### src/rtl/lfg_pkg.sv
package lfg_pkg;
  localparam int unsigned TAG_W   = 5;
  localparam int unsigned WIDTH_W = 5;
  localparam int unsigned DEV_W   = 5;

  typedef struct packed {
    logic           fwd;
    logic           drop;
    logic           stale;
    logic [TAG_W-1:0] tag;
  } cpl_res_t;
endpackage

### src/rtl/lfg_link_monitor.sv
module lfg_link_monitor #(
  parameter int unsigned WIDTH_W   = 5,
  parameter int unsigned REQ_LANES = 4
) (
  input  logic               clk,
  input  logic               rst,
  input  logic               link_up,
  input  logic [WIDTH_W-1:0] link_width,
  input  logic               serr_en,
  output logic               fatal_next,
  output logic               fatal_q,
  output logic               width_bad_q,
  output logic               serr_q,
  output logic               serr_status_q
);
  localparam logic [WIDTH_W-1:0] GOOD_W = WIDTH_W'(REQ_LANES);

  logic was_up_q;
  logic link_ok;

  assign link_ok    = link_up && (link_width == GOOD_W);
  assign fatal_next = fatal_q || (was_up_q && !link_up);

  always_ff @(posedge clk) begin
    if (rst) begin
      was_up_q      <= 1'b0;
      fatal_q       <= 1'b0;
      width_bad_q   <= 1'b0;
      serr_q        <= 1'b0;
      serr_status_q <= 1'b0;
    end else begin
      was_up_q    <= was_up_q || link_ok;
      fatal_q     <= fatal_next;
      width_bad_q <= link_up && (link_width != GOOD_W);
      serr_q      <= serr_en && fatal_next && !fatal_q;
      if (serr_en && fatal_next && !fatal_q) serr_status_q <= 1'b1;
    end
  end

  a_r2_no_fatal_before_up: assert property (@(posedge clk) disable iff (rst)
    (!was_up_q && !fatal_q) |=> !fatal_q);
  a_r3_fatal_sticky: assert property (@(posedge clk) disable iff (rst)
    fatal_q |=> fatal_q);
  a_r5_serr_single: assert property (@(posedge clk) disable iff (rst)
    serr_q |=> !serr_q);
  a_r5_serr_on_entry: assert property (@(posedge clk) disable iff (rst)
    serr_q |-> (fatal_q && !$past(fatal_q)));
  a_r5_status_sticky: assert property (@(posedge clk) disable iff (rst)
    serr_status_q |=> serr_status_q);
endmodule

### src/rtl/lfg_tag_board.sv
module lfg_tag_board #(
  parameter int unsigned TAG_W = 5
) (
  input  logic             clk,
  input  logic             rst,
  input  logic             fatal_next,
  input  logic             fatal_q,
  input  logic             req_valid,
  input  logic             req_np,
  input  logic [TAG_W-1:0] req_tag,
  input  logic             cpl_valid,
  input  logic [TAG_W-1:0] cpl_tag,
  output lfg_pkg::cpl_res_t res_q
);
  localparam int unsigned DEPTH = 1 << TAG_W;

  logic [DEPTH-1:0] open_q, drop_q;
  logic [DEPTH-1:0] drop_view;
  logic             hit_open, hit_drop, fwd_now, stale_now;

  assign drop_view = fatal_q ? drop_q : open_q;
  assign hit_open  = open_q[cpl_tag];
  assign hit_drop  = drop_view[cpl_tag];
  assign fwd_now   = cpl_valid && !fatal_next && hit_open;
  assign stale_now = cpl_valid && fatal_next && hit_drop;

  always_ff @(posedge clk) begin
    if (rst) begin
      open_q <= '0;
      drop_q <= '0;
      res_q  <= '0;
    end else begin
      res_q.fwd   <= fwd_now;
      res_q.drop  <= cpl_valid && !fwd_now;
      res_q.stale <= stale_now;
      res_q.tag   <= cpl_valid ? cpl_tag : '0;
      if (fatal_next) begin
        open_q <= '0;
        drop_q <= drop_view;
        if (stale_now) drop_q[cpl_tag] <= 1'b0;
      end else begin
        if (fwd_now) open_q[cpl_tag] <= 1'b0;
        if (req_valid && req_np) open_q[req_tag] <= 1'b1;
      end
    end
  end

  a_r8_no_fwd_when_fatal: assert property (@(posedge clk) disable iff (rst)
    fatal_q |-> !res_q.fwd);
  a_r6_fwd_needs_cpl: assert property (@(posedge clk) disable iff (rst)
    res_q.fwd |-> $past(cpl_valid));
  a_r7_fwd_drop_excl: assert property (@(posedge clk) disable iff (rst)
    !(res_q.fwd && res_q.drop));
  a_r9_stale_is_drop: assert property (@(posedge clk) disable iff (rst)
    res_q.stale |-> (res_q.drop && fatal_q));
  a_r8_open_empty: assert property (@(posedge clk) disable iff (rst)
    fatal_q |-> (open_q == '0));
endmodule

### src/rtl/link_fatal_guard.sv
module link_fatal_guard #(
  parameter int unsigned TAG_W     = lfg_pkg::TAG_W,
  parameter int unsigned WIDTH_W   = lfg_pkg::WIDTH_W,
  parameter int unsigned DEV_W     = lfg_pkg::DEV_W,
  parameter int unsigned REQ_LANES = 4,
  parameter int unsigned SERR_DEV  = 0
) (
  input  logic               clk,
  input  logic               rst,
  input  logic               link_up,
  input  logic [WIDTH_W-1:0] link_width,
  input  logic               serr_en,
  input  logic               req_valid,
  input  logic               req_np,
  input  logic [TAG_W-1:0]   req_tag,
  input  logic               cpl_valid,
  input  logic [TAG_W-1:0]   cpl_tag,
  output logic               retrain_block,
  output logic               fatal,
  output logic               width_bad,
  output logic               serr,
  output logic [DEV_W-1:0]   serr_dev,
  output logic               serr_status,
  output logic               cpl_fwd,
  output logic               cpl_drop,
  output logic               cpl_stale,
  output logic [TAG_W-1:0]   cpl_tag_o
);
  logic fatal_next, fatal_q;
  lfg_pkg::cpl_res_t res;

  lfg_link_monitor #(.WIDTH_W(WIDTH_W), .REQ_LANES(REQ_LANES)) u_mon (
    .clk(clk), .rst(rst), .link_up(link_up), .link_width(link_width),
    .serr_en(serr_en), .fatal_next(fatal_next), .fatal_q(fatal_q),
    .width_bad_q(width_bad), .serr_q(serr), .serr_status_q(serr_status)
  );

  lfg_tag_board #(.TAG_W(TAG_W)) u_tags (
    .clk(clk), .rst(rst), .fatal_next(fatal_next), .fatal_q(fatal_q),
    .req_valid(req_valid), .req_np(req_np), .req_tag(req_tag),
    .cpl_valid(cpl_valid), .cpl_tag(cpl_tag), .res_q(res)
  );

  assign fatal         = fatal_q;
  assign retrain_block = fatal_q;
  assign serr_dev      = DEV_W'(SERR_DEV);
  assign cpl_fwd       = res.fwd;
  assign cpl_drop      = res.drop;
  assign cpl_stale     = res.stale;
  assign cpl_tag_o     = res.tag;

  a_r4_inhibit_follows: assert property (@(posedge clk) disable iff (rst)
    $rose(fatal) |-> retrain_block);
endmodule

### config.mk
export PLATFORM = sky130hd
export DESIGN_NAME = link_fatal_guard
export DESIGN_NICKNAME = d
export VERILOG_FILES = /design/src/rtl/lfg_pkg.sv /design/src/rtl/lfg_link_monitor.sv /design/src/rtl/lfg_tag_board.sv /design/src/rtl/link_fatal_guard.sv
export SDC_FILE = /design/constraint.sdc
export NUM_CORES = 1
export LEC_CHECK = 0
export ABC_AREA = 1
export BUFFER_PORTS_ARGS = -buffer_cell sky130_fd_sc_hd__buf_2
export CAP_MARGIN = 40
export CORE_MARGIN = 1.5
export CORE_UTILIZATION = 50
export DETAILED_ROUTE_END_ITERATION = 10
export GPL_TIMING_DRIVEN = 0
export HOLD_SLACK_MARGIN = 0.06
export MAX_ROUTING_LAYER = met4
export PLACE_DENSITY_LB_ADDON = 0.3
export SLEW_MARGIN = 10
export SYNTH_ARGS = -nofsm -noshare
export SYNTH_HDL_FRONTEND = slang
export SYNTH_SLANG_ARGS = --single-unit
export TNS_END_PERCENT = 5
### constraint.sdc
create_clock -name clk -period 2.55 [get_ports clk]
set_input_delay 0.3825 -clock clk [delete_from_list [all_inputs] [get_ports clk]]
set_output_delay 0.3825 -clock clk [all_outputs]
set_load 0.03 [all_outputs]
==> flow_metrics.py <==
metrics = {
    "outcome": {
        "outcome": "finished, final reports clean",
    },
    "job": {
        "max-cap-violations": 0,
    },
    "power": {
        "static-leakage-power_nw": 2.04,
        "power.density_cell_area_nw_per_um2": 506,
        "worst_ir_drop_vdd_mv": 0.268,
    },
    "timing": {
        "maxClockFrequency_mhz": 429,
        "timing.clock.skew_ns": 0.00960,
        "final.min_clock_period_ns": 2.33,
        "report.final.slew_viol_count": 0,
        "setup_repair_after_global_routing_missed_its_margin": "no",
        "setup_total_negative_slack_ns": 0,
        "setup-violations-final": 0,
        "slew_at_the_pin_with_the_worst_max_slew_slack_ns": 0.702,
        "worst_hold_slack_ns": 0.268,
        "finalHoldViolations": 0,
        "relSlewSlack_pct": 53.2,
        "fin_crit_sh_pct": 91.4,
    },
    "place": {
        "io_buffer_count": 33,
        "dpl.hpwl_um": 11400,
        "gp_congestion": 1.00,
    },
    "cells_and_area": {
        "layout-drive-gt1-share_pct": 19.1,
        "most_common_library_cell_in_the_layout_ignoring_fill_and_taps": "sky130_fd_sc_hd__nand2_1",
        "filler_cell_count": 855,
        "insertedDiodeCount": 0,
        "syn_to_final_growth_pct": 12.2,
        "nets": 782,
        "top_library_cells_by_usage_in_the_layout_fill_and_taps_aside": "240 x sky130_fd_sc_hd__nand2_1, 94 x sky130_fd_sc_hd__nand3_1, 77 x sky130_fd_sc_hd__dfxtp_1",
    },
    "worst_setup_path": {
        "timing.critical_path.arrival_ns": 2.54,
        "setup.worst_path.class": "flop to flop",
        "cell_chain_of_the_critical_path": "buf_4 > buf_4 > a21oi_2 > inv_1 > nor2_2 > buf_4 > nand3_2 > nand2_1 > a21oi_2",
        "cp_slowest_cell": "sky130_fd_sc_hd__a21oi_2",
        "ff_to_ff_setup_slack_ns": 0.22,
        "critical_path.endpoint_type": "flop",
        "required_ns": 2.76,
        "cp_common_cell": "sky130_fd_sc_hd__buf_4",
        "timing.critical_path.from_type": "flop",
        "number_of_cells_traversed_by_the_worst_register_to_register_path": 9,
        "cp_max_fo": 10,
        "cp_slowest_stage_delay_ns": 0.45,
        "terminus_of_the_critical_flop_to_flop_path": "u_tags.open_q[9]",
        "rr_startpoint": "u_mon.fatal_q",
    },
    "global_route": {
        "grt_antenna_before_repair": 0,
        "grt_util_all_layers_pct": 31.5,
        "global_route_wire_length_before_repair_um": 22900,
        "largest_net_degree_at_the_start_of_global_routing": 13,
        "overflow": 0,
        "grt_pass1_vias": 4304,
    },
    "routing": {
        "route.detailed.wl_per_inst_um": 16.9,
        "detailroute.wirelength.met2_um": 6290,
        "drt_iter0_drc": 508,
        "routed_length_on_met3_um": 1230,
        "routed_via_count": 4836,
        "drcViolationCount": 0,
        "postRouteAntennaNets": 0,
        "finalWirelength_um": 14700,
        "viasPerCell": 5.55,
        "topRoutingLayerUsed": "met4",
        "met1_length_um": 6780,
        "dr.pass1.iters": 5,
    },
    "synth": {
        "synth_seq_cells": 77,
        "syn_inst": 712,
        "synth_cell_types": 27,
        "ys_seq_area_share_pct": 33.4,
        "post_synthesis_mean_instance_area_um2": 6.48,
        "ys_warn_count": 0,
        "syn_area_um2": 4610,
    },
    "clocking": {
        "clkLatencyLatePin_ns": 0.36,
        "cts_inserted_buffers": 9,
        "clock-sinks": 77,
        "post_cts_buffers": 0,
        "clock-root-buffer": "sky130_fd_sc_hd__clkbuf_8",
        "h-tree-depth": 3,
        "cts.reportedPaths.clkPinSlew_ns": 0.08,
        "cts_max_path_buffers": 2,
        "cts_tree": "yes",
    },
    "floorplan": {
        "die_w_um": 99.1,
        "initial_cell_density_of_the_core_pct": 52.1,
        "floorplan_core_area_um2": 8850,
        "fp.dieArea_um2": 9810,
        "floorplan.rows": 34,
        "io_pins": 40,
        "chipHeight_um": 99.1,
    },
    "worst_hold_path": {
        "min_delay_path_depth": 3,
        "timing.hold.worst.start": "link_up",
        "worstHoldEndpoint": "u_mon.was_up_q",
        "worst_hold_path_type": "input port to flop",
    },
}
-- cells in the mapped netlist --
| master | instances | area (um2) |
|---|---|---|
| sky130_fd_sc_hd__nor2_2 | 3 | 18.8 |
| sky130_fd_sc_hd__o22ai_1 | 4 | 25.0 |
| sky130_fd_sc_hd__nand2_1 | 240 | 901 |
| sky130_fd_sc_hd__nor2_4 | 1 | 11.3 |
| sky130_fd_sc_hd__nor2_1 | 59 | 221 |
| sky130_fd_sc_hd__buf_6 | 7 | 78.8 |
| sky130_fd_sc_hd__a22oi_1 | 3 | 22.5 |
| sky130_fd_sc_hd__inv_1 | 53 | 199 |
| sky130_fd_sc_hd__nand3b_1 | 1 | 7.51 |
| sky130_fd_sc_hd__inv_2 | 5 | 18.8 |
| sky130_fd_sc_hd__a21oi_1 | 10 | 50.1 |
| sky130_fd_sc_hd__nand2_2 | 3 | 18.8 |
| sky130_fd_sc_hd__buf_2 | 8 | 40.0 |
| sky130_fd_sc_hd__o21ai_0 | 20 | 100 |
| sky130_fd_sc_hd__nand3_1 | 94 | 470 |
| sky130_fd_sc_hd__buf_1 | 1 | 3.75 |
| sky130_fd_sc_hd__clkbuf_1 | 15 | 56.3 |
| sky130_fd_sc_hd__buf_4 | 13 | 97.6 |
| sky130_fd_sc_hd__nand3_2 | 28 | 280 |
| sky130_fd_sc_hd__and2_1 | 1 | 6.26 |
| sky130_fd_sc_hd__nor4_1 | 1 | 6.26 |
| sky130_fd_sc_hd__a21oi_2 | 29 | 254 |
| sky130_fd_sc_hd__o21bai_1 | 2 | 15.0 |
| sky130_fd_sc_hd__dfxtp_1 | 77 | 1540 |
| sky130_fd_sc_hd__nor3_1 | 9 | 45.0 |
| sky130_fd_sc_hd__o21ai_1 | 24 | 120 |
| sky130_fd_sc_hd__conb_1 | 1 | 3.75 |
-- timing repair --
item,4_1_cts,5_1_grt
hold buffers,0,0
endpoints found under the hold margin,0,0
endpoints found under the setup margin,0,26
gates resized for setup,0,1
-- logic make-up after synthesis --
| kind of cell | synth area share [%] |
|---|---|
| other | 0.0813 |
| AO/OA/AOI/OAI | 12.7 |
| buffers and inverters | 10.7 |
| AND/OR/NAND/NOR | 43.1 |
| flip-flops | 33.4 |
-- final cells by class --
type	instances	area, um2	area share, %
repair buffers	33	165	3.19
clock buffers	11	151	2.92
clock inverters	4	95.1	1.84
plain buffers	44	277	5.34
flip-flops and latches	77	1540	29.8
inverters	58	218	4.20
multi-input cells	537	2590	50.1
well taps	108	135	2.61
-- sequential cells by signal (all words and copies together) (netlist names) --
register / flops
u_mon.was_up_q: 1
u_mon.serr_status_q: 1
u_tags.res_q: 8
u_mon.fatal_q: 1
u_mon.width_bad_q: 1
u_tags.open_q: 32
u_tags.drop_q: 32
u_mon.serr_q: 1
-- power breakdown --
| part | switching, W | total [W] | internal [W] |
|---|---|---|---|
| logic | 0.000184 | 0.000243 | 0.0000585 |
| clock network | 0.000466 | 0.00116 | 0.000697 |
| registers | 0.00000439 | 0.00121 | 0.00121 |
-- metal layers --
layer | global-route usage [%] | vias to the layer above
li1 | - | 2385
met1 | 43.1 | 2181
met2 | 47.2 | 241
met3 | 4.68 | 29
met4 | 11.9 | 0
met5 | - | -
-- worst max path at each step --
stage / start / endpoint / cells after the start
after CTS: u_mon.fatal_q / u_tags.open_q[9] / 9
after global routing: u_mon.fatal_q / u_tags.drop_q[31] / 14
final: u_mon.fatal_q / u_tags.open_q[9] / 9
after global placement: u_mon.fatal_q / u_tags.open_q[2] / 9
after floorplan: u_mon.fatal_q / u_tags.open_q[0] / 9
after detailed placement: u_mon.fatal_q / u_tags.open_q[9] / 9
-- stage by stage --
step                cell area, um2  total power (W)  utilization [%]  instances  setup slack [ns]
finish                        5180          0.00262             58.5        872             0.219
floorplan                     4630          0.00140                -        716             0.646
global placement              4930          0.00148             55.7        857             0.147
CTS                           5170          0.00262             58.5        872            0.0595
detailed placement            4930          0.00148             55.7        857            0.0953
global route                  5180          0.00270             58.5        872             0.137
-- critical path, delay by kind of cell (launching register included) --
| kind | cells | cell delay, ns |
|---|---|---|
| AOI/OAI and AO/OA | 2 | 0.50 |
| buffers and inverters | 4 | 0.81 |
| DFF | 1 | 0.33 |
| and+or+nand+nor | 3 | 0.57 |
Note: power is estimated with default switching activity, not from simulation.
